[config.mk]
export PLATFORM = sky130hd
export DESIGN_NAME = hs_lane_seq
export DESIGN_NICKNAME = d
export VERILOG_FILES = /design/src/rtl/hs_lane_pkg.sv /design/src/rtl/hs_lane_ctrl.sv /design/src/rtl/hs_lane_drv.sv /design/src/rtl/hs_lane_seq.sv
export SDC_FILE = /design/constraint.sdc
export NUM_CORES = 1
export LEC_CHECK = 0
export BUFFER_PORTS_ARGS = -buffer_cell sky130_fd_sc_hd__buf_2
export CORE_UTILIZATION = 25
export DETAILED_ROUTE_END_ITERATION = 6
export GPL_TIMING_DRIVEN = 0
export SLEW_MARGIN = 40
export SYNTH_ARGS = -nofsm -noshare
export SYNTH_HDL_FRONTEND = slang
export SYNTH_SLANG_ARGS = --single-unit
[constraint.sdc]
create_clock -name clk -period 2.46 [get_ports clk]
set_input_delay 0.492 -clock clk [delete_from_list [all_inputs] [get_ports clk]]
set_output_delay 0.492 -clock clk [all_outputs]
set_load 0.01 [all_outputs]
[src/rtl/hs_lane_pkg.sv]
package hs_lane_pkg;

    typedef enum logic [2:0] {
        PH_IDLE,
        PH_REQ,
        PH_PREP,
        PH_ZERO,
        PH_SYNC,
        PH_PAYLD,
        PH_TRAIL,
        PH_EXIT
    } lane_phase_e;

    // Line codes mirror the two single-ended levels; 2'b10 marks high-speed drive.
    localparam logic [1:0] LINE_STOP   = 2'b11;
    localparam logic [1:0] LINE_REQ    = 2'b01;
    localparam logic [1:0] LINE_BRIDGE = 2'b00;
    localparam logic [1:0] LINE_HS     = 2'b10;

    localparam logic [7:0] SYNC_PATTERN = 8'hB8;

endpackage

[src/rtl/hs_lane_ctrl.sv]
module hs_lane_ctrl
    import hs_lane_pkg::*;
#(
    parameter int CW = 8,
    parameter int DW = 8,
    parameter logic [DW-1:0] SYNC_BYTE = SYNC_PATTERN
) (
    input  logic          clk,
    input  logic          rst_n,
    input  logic          start,
    input  logic          clk_rdy,
    input  logic [CW-1:0] cfg_lpx,
    input  logic [CW-1:0] cfg_prep,
    input  logic [CW-1:0] cfg_zero,
    input  logic [CW-1:0] cfg_trail,
    input  logic [CW-1:0] cfg_exit,
    input  logic          src_valid,
    input  logic [DW-1:0] src_data,
    input  logic          src_last,
    output logic          src_ready,
    output lane_phase_e   phase,
    output logic [DW-1:0] cur_byte,
    output logic          tail_bit
);

    typedef struct packed {
        lane_phase_e   phase;
        logic [CW-1:0] cnt;
        logic [DW-1:0] data;
        logic          tail;
        logic          end_seen;
    } seq_st_t;

    seq_st_t st_d, st_q;

    // A programmed count of zero still yields one cycle.
    function automatic logic [CW-1:0] span(input logic [CW-1:0] v);
        return (v == '0) ? '0 : v - 1'b1;
    endfunction

    assign src_ready = (st_q.phase == PH_SYNC) ||
                       (st_q.phase == PH_PAYLD && !st_q.end_seen);

    always_comb begin
        st_d = st_q;
        unique case (st_q.phase)
            PH_IDLE: begin
                if (start && clk_rdy) begin
                    st_d.phase = PH_REQ;
                    st_d.cnt   = span(cfg_lpx);
                end
            end
            PH_REQ: begin
                if (st_q.cnt == '0) begin
                    st_d.phase = PH_PREP;
                    st_d.cnt   = span(cfg_prep);
                end else begin
                    st_d.cnt = st_q.cnt - 1'b1;
                end
            end
            PH_PREP: begin
                if (st_q.cnt == '0) begin
                    st_d.phase = PH_ZERO;
                    st_d.cnt   = span(cfg_zero);
                end else begin
                    st_d.cnt = st_q.cnt - 1'b1;
                end
            end
            PH_ZERO: begin
                if (st_q.cnt == '0) begin
                    st_d.phase = PH_SYNC;
                end else begin
                    st_d.cnt = st_q.cnt - 1'b1;
                end
            end
            PH_SYNC: begin
                if (src_valid) begin
                    st_d.phase    = PH_PAYLD;
                    st_d.data     = src_data;
                    st_d.tail     = src_data[DW-1];
                    st_d.end_seen = src_last;
                end else begin
                    st_d.phase = PH_TRAIL;
                    st_d.cnt   = span(cfg_trail);
                    st_d.tail  = SYNC_BYTE[DW-1];
                end
            end
            PH_PAYLD: begin
                if (st_q.end_seen || !src_valid) begin
                    st_d.phase    = PH_TRAIL;
                    st_d.cnt      = span(cfg_trail);
                    st_d.end_seen = 1'b0;
                end else begin
                    st_d.data     = src_data;
                    st_d.tail     = src_data[DW-1];
                    st_d.end_seen = src_last;
                end
            end
            PH_TRAIL: begin
                if (st_q.cnt == '0) begin
                    st_d.phase = PH_EXIT;
                    st_d.cnt   = span(cfg_exit);
                end else begin
                    st_d.cnt = st_q.cnt - 1'b1;
                end
            end
            PH_EXIT: begin
                if (st_q.cnt == '0) begin
                    st_d.phase = PH_IDLE;
                end else begin
                    st_d.cnt = st_q.cnt - 1'b1;
                end
            end
            default: st_d.phase = PH_IDLE;
        endcase
    end

    always_ff @(posedge clk) begin
        if (!rst_n) begin
            st_q.phase    <= PH_IDLE;
            st_q.cnt      <= '0;
            st_q.data     <= '0;
            st_q.tail     <= 1'b0;
            st_q.end_seen <= 1'b0;
        end else begin
            st_q <= st_d;
        end
    end

    assign phase    = st_q.phase;
    assign cur_byte = st_q.data;
    assign tail_bit = st_q.tail;

    assert_idle_hold_R2: assert property (@(posedge clk) disable iff (!rst_n)
        (st_q.phase == PH_IDLE && !(start && clk_rdy)) |=> st_q.phase == PH_IDLE);

    assert_take_byte_R5: assert property (@(posedge clk) disable iff (!rst_n)
        (src_ready && src_valid) |=> (st_q.phase == PH_PAYLD && st_q.data == $past(src_data)));

    assert_last_closes_R6: assert property (@(posedge clk) disable iff (!rst_n)
        (src_ready && src_valid && src_last) |=> !src_ready);

    assert_underrun_ends_R6: assert property (@(posedge clk) disable iff (!rst_n)
        (src_ready && !src_valid) |=> st_q.phase == PH_TRAIL);

    assert_exit_deaf_R8: assert property (@(posedge clk) disable iff (!rst_n)
        (st_q.phase == PH_EXIT) |=> (st_q.phase == PH_EXIT || st_q.phase == PH_IDLE));

endmodule

[src/rtl/hs_lane_drv.sv]
module hs_lane_drv
    import hs_lane_pkg::*;
#(
    parameter int DW = 8,
    parameter logic [DW-1:0] SYNC_BYTE = SYNC_PATTERN
) (
    input  logic          clk,
    input  logic          rst_n,
    input  lane_phase_e   phase,
    input  logic [DW-1:0] cur_byte,
    input  logic          tail_bit,
    output logic [1:0]    lane_code,
    output logic [DW-1:0] lane_byte,
    output logic          lane_bvld
);

    always_comb begin
        lane_code = LINE_STOP;
        lane_byte = '0;
        lane_bvld = 1'b0;
        unique case (phase)
            PH_REQ:   lane_code = LINE_REQ;
            PH_PREP:  lane_code = LINE_BRIDGE;
            PH_ZERO: begin
                lane_code = LINE_HS;
                lane_bvld = 1'b1;
            end
            PH_SYNC: begin
                lane_code = LINE_HS;
                lane_byte = SYNC_BYTE;
                lane_bvld = 1'b1;
            end
            PH_PAYLD: begin
                lane_code = LINE_HS;
                lane_byte = cur_byte;
                lane_bvld = 1'b1;
            end
            PH_TRAIL: begin
                lane_code = LINE_HS;
                lane_byte = {DW{~tail_bit}};
                lane_bvld = 1'b1;
            end
            default: lane_code = LINE_STOP;
        endcase
    end

    assert_lp_quiet_R9: assert property (@(posedge clk) disable iff (!rst_n)
        (lane_code != LINE_HS) |-> (!lane_bvld && lane_byte == '0));

    assert_trail_flat_R7: assert property (@(posedge clk) disable iff (!rst_n)
        (phase == PH_TRAIL) |-> (lane_byte == '0 || lane_byte == '1));

endmodule

[src/rtl/hs_lane_seq.sv]
module hs_lane_seq
    import hs_lane_pkg::*;
#(
    parameter int CW = 8,
    parameter int DW = 8
) (
    input  logic          clk,
    input  logic          rst_n,
    input  logic          start,
    input  logic          clk_rdy,
    input  logic [CW-1:0] cfg_lpx,
    input  logic [CW-1:0] cfg_prep,
    input  logic [CW-1:0] cfg_zero,
    input  logic [CW-1:0] cfg_trail,
    input  logic [CW-1:0] cfg_exit,
    input  logic          src_valid,
    input  logic [DW-1:0] src_data,
    input  logic          src_last,
    output logic          src_ready,
    output logic [1:0]    lane_code,
    output logic [DW-1:0] lane_byte,
    output logic          lane_bvld
);

    localparam logic [DW-1:0] SYNC_BYTE = DW'(SYNC_PATTERN);

    lane_phase_e   phase;
    logic [DW-1:0] cur_byte;
    logic          tail_bit;

    hs_lane_ctrl #(.CW(CW), .DW(DW), .SYNC_BYTE(SYNC_BYTE)) u_ctrl (
        .clk       (clk),
        .rst_n     (rst_n),
        .start     (start),
        .clk_rdy   (clk_rdy),
        .cfg_lpx   (cfg_lpx),
        .cfg_prep  (cfg_prep),
        .cfg_zero  (cfg_zero),
        .cfg_trail (cfg_trail),
        .cfg_exit  (cfg_exit),
        .src_valid (src_valid),
        .src_data  (src_data),
        .src_last  (src_last),
        .src_ready (src_ready),
        .phase     (phase),
        .cur_byte  (cur_byte),
        .tail_bit  (tail_bit)
    );

    hs_lane_drv #(.DW(DW), .SYNC_BYTE(SYNC_BYTE)) u_drv (
        .clk       (clk),
        .rst_n     (rst_n),
        .phase     (phase),
        .cur_byte  (cur_byte),
        .tail_bit  (tail_bit),
        .lane_code (lane_code),
        .lane_byte (lane_byte),
        .lane_bvld (lane_bvld)
    );

    assert_ready_in_hs_R5: assert property (@(posedge clk) disable iff (!rst_n)
        src_ready |-> (lane_code == LINE_HS && lane_bvld));

    assert_req_order_R3: assert property (@(posedge clk) disable iff (!rst_n)
        (lane_code == LINE_REQ) |=> (lane_code == LINE_REQ || lane_code == LINE_BRIDGE));

endmodule

==> flow_summary.ini <==
[worst_hold_path]
min-delay-start = src_data[6]
hp-class = in -> reg

[drt]
drc = 0
wirelength_met1_um = 3138
route.vias.total = 2439
route.top_layer_used = met4
detail_route.first_pass.iterations = 4
met2WireLength_um = 2889
met3RoutedLength_um = 247
drt-total-wl_um = 6305
avgViaCountPerCell = 4.988
initialDrtViolationCount = 118
final_antenna_net_count = 0
routed_wire_length_per_instance_um = 12.89

[critical_path]
timing.critical_path.arrival_ns = 1.73
startpoint = u_ctrl.phase[0]
critical_path_startpoint_category = register
worst_setup_path_end_kind = output pin
crit-reg2reg-launch = u_ctrl.st_q[12]
crit_type = reg -> out
worst-endpoint-required_ns = 1.97
critPathMaxFanout = 10

[clock_tree]
clk_path_buf_depth = 2
cts-hold-fix-buffers = 0
tritoncts.num_buffers = 3
clk_root_buffer_cell = sky130_fd_sc_hd__clkbuf_8
worstSkewPairLatency_ns = 0.26
postCtsSetupBuffers = 0
cts_tree = yes
cts_num_sinks = 21
clk_transition_reported_paths_ns = 0.08
cts.repair.resized = 0
htree_num_levels = 1

[die]
die_width_um = 96.92
core_um2 = 8721
initial_cell_density_of_the_core_pct = 25.82
fp.dieH_um = 96.92
dieArea_um2 = 9393
boundaryPins = 66
number_of_rows_created_at_floorplan = 34

[sta]
hold_ws_ns = 0.4800
setup_viol = 0
finalHoldViolations = 0
fin_tns_setup_ns = 0
min_period_ns = 2.224
worst_pin_slew_ns = 0.5999
final-max-slew-violation-count = 0
rsz_0062_raised_after_global_routing = no
finClkSkew_ns = 0.008444
slew_headroom_pct = 59.64
period_share_pct = 90.41
max_freq_mhz = 449.6

[yosys]
synth-compound-area-share_pct = 27.44
synth_top_family_by_area = compound AO/OA/AOI/OAI gates
async_flop_share_pct = 0
synthMuxAreaShare_pct = 7.111
synthesis.nets = 376
post_synth_and_or_nand_nor_area_fraction_pct = 26.22
synth_cells = 312
ys_seq_area_share_pct = 18.67
yosys.area_share.xor_xnor_pct = 8.944
mean_post_synth_cell_area_um2 = 7.218
synth_edf_count = 0
yosys.area_share.adder_pct = 5.556
yosys_warnings = 0
synth_area_um2 = 2252
register_bit_count_reported_by_yosys = 21
yosys.cell_types.count = 46
ys_dominant_reg_cell = sky130_fd_sc_hd__dfxtp_1

[layout]
final_common_cell = sky130_fd_sc_hd__buf_2
fill_cell_count = 950
insertedDiodeCount = 0
drive_gt1_share_pct = 22.57
layout.nets = 446
layout.core_utilization_pct = 31.72
flow.area_growth_from_synthesis_pct = 22.83
final_cell_mix = sky130_fd_sc_hd__buf_2 (69), sky130_fd_sc_hd__nor2_1 (40), sky130_fd_sc_hd__a21oi_1 (31), sky130_fd_sc_hd__inv_1 (25), sky130_fd_sc_hd__nand2_1 (23)

[global_route]
grt_first_pass_wirelength_um = 10510
first_global_vias = 2328
grt_start_max_net_pins = 13
number_of_antenna_violations_at_the_first_check_in_global_routing = 0
grt_use_total_pct = 13.03
globalRoute.totalOverflow = 0

[placement]
numPortBuffers = 65
dp_hpwl_um = 5189
place_congestion = 0.8325

[pwr]
static-leakage-power_uw = 0.001206
ir_worst_vdd_mv = 0.2583
power_density_cells_nw_per_um2 = 671.1

[status]
run_status = completed

[run]
maxCapViolCount = 0
==> layout make-up <==
| cell class | instances | area (um^2) | area share [%] |
|---|---|---|---|
| Tap cell | 108 | 135.1 | 4.885 |
| Buffer | 10 | 43.79 | 1.583 |
| Inverter | 25 | 93.84 | 3.392 |
| Timing Repair Buffer | 65 | 325.3 | 11.76 |
| Clock inverter | 1 | 5.005 | 0.1809 |
| Clock buffer | 3 | 41.29 | 1.493 |
| Sequential cell | 21 | 420.4 | 15.20 |
| Multi-Input combinational cell | 256 | 1702 | 61.51 |
==> where the power goes <==
part	leakage, uW	switching [uW]	internal [uW]	total [uW]
logic	0.00101	631	486	1120
clock network	0.0000255	116	113	229
registers	0.000172	100	411	511
==> synth_stat cells (4+ instances only) <==
master	n	area (um^2)
sky130_fd_sc_hd__ha_1	10	125.1
sky130_fd_sc_hd__nor3b_1	5	37.54
sky130_fd_sc_hd__inv_1	25	93.84
sky130_fd_sc_hd__nand2_1	23	86.33
sky130_fd_sc_hd__nor2b_1	13	81.33
sky130_fd_sc_hd__clkbuf_1	5	18.77
sky130_fd_sc_hd__o21ai_0	13	65.06
sky130_fd_sc_hd__xor2_1	9	78.83
sky130_fd_sc_hd__mux2i_1	16	160.2
sky130_fd_sc_hd__a31oi_1	7	43.79
sky130_fd_sc_hd__xnor2_1	14	122.6
sky130_fd_sc_hd__o221ai_1	6	52.55
sky130_fd_sc_hd__a21oi_1	31	155.2
sky130_fd_sc_hd__dfxtp_1	21	420.4
sky130_fd_sc_hd__nor2_1	40	150.1
sky130_fd_sc_hd__nor3_1	13	65.06
sky130_fd_sc_hd__o31ai_1	4	30.03
sky130_fd_sc_hd__buf_2	4	20.02
sky130_fd_sc_hd__o22ai_1	5	31.28
==> kinds of logic after synthesis <==
group | Yosys count
fa+ha+maj | 10
xor+xnor | 23
flops | 21
compound gates | 91
mux | 16
simple gates | 116
buf+inv | 35
==> final timing paths <==
path | to | slack [ns] | depth (start not counted)
hold / removal | u_ctrl.cur_byte[6] | 0.48 | 3
hold reg to reg | u_ctrl.cur_byte[7] | 0.52 | 2
setup / recovery | lane_byte[7] | 0.24 | 6
setup reg to reg | u_ctrl.st_q[17] | 0.51 | 5
==> per-stage QoR <==
| step | instances | instance area (um^2) | worst slack (ns) | total power, uW |
|---|---|---|---|---|
| 2_1_floorplan | 312 | 2252 | 0.5104 | 1329 |
| 5_1_grt | 489 | 2766 | 0.03091 | 2033 |
| 4_1_cts | 489 | 2759 | 0.1433 | 1860 |
| 6_report | 489 | 2766 | 0.2358 | 1856 |
| 3_5_place_dp | 485 | 2713 | 0.1484 | 1625 |
| 3_3_place_gp | 485 | 2713 | 0.1681 | 1612 |
==> metal layers <==
metal	track usage [%]	vias to the layer above
met2	21.78	54
met4	2.411	0
met5	0	-
met1	17.93	1118
met3	1.734	5
li1	-	1262
==> state kept, by name, summed over array words and instances, names as in the netlist <==
register,cells
u_ctrl.tail_bit,1
u_ctrl.st_q,9
u_ctrl.phase,3
u_ctrl.cur_byte,8
==> worst max-delay path, stage by stage (launching register included) <==
cell                       delay (ns)
sky130_fd_sc_hd__dfxtp_1         0.42
sky130_fd_sc_hd__buf_2           0.26
sky130_fd_sc_hd__clkbuf_1        0.33
sky130_fd_sc_hd__nor2_1          0.14
sky130_fd_sc_hd__nor2_1          0.14
sky130_fd_sc_hd__nor2_1          0.04
sky130_fd_sc_hd__buf_2           0.15
(Power assumes the default switching activity.)
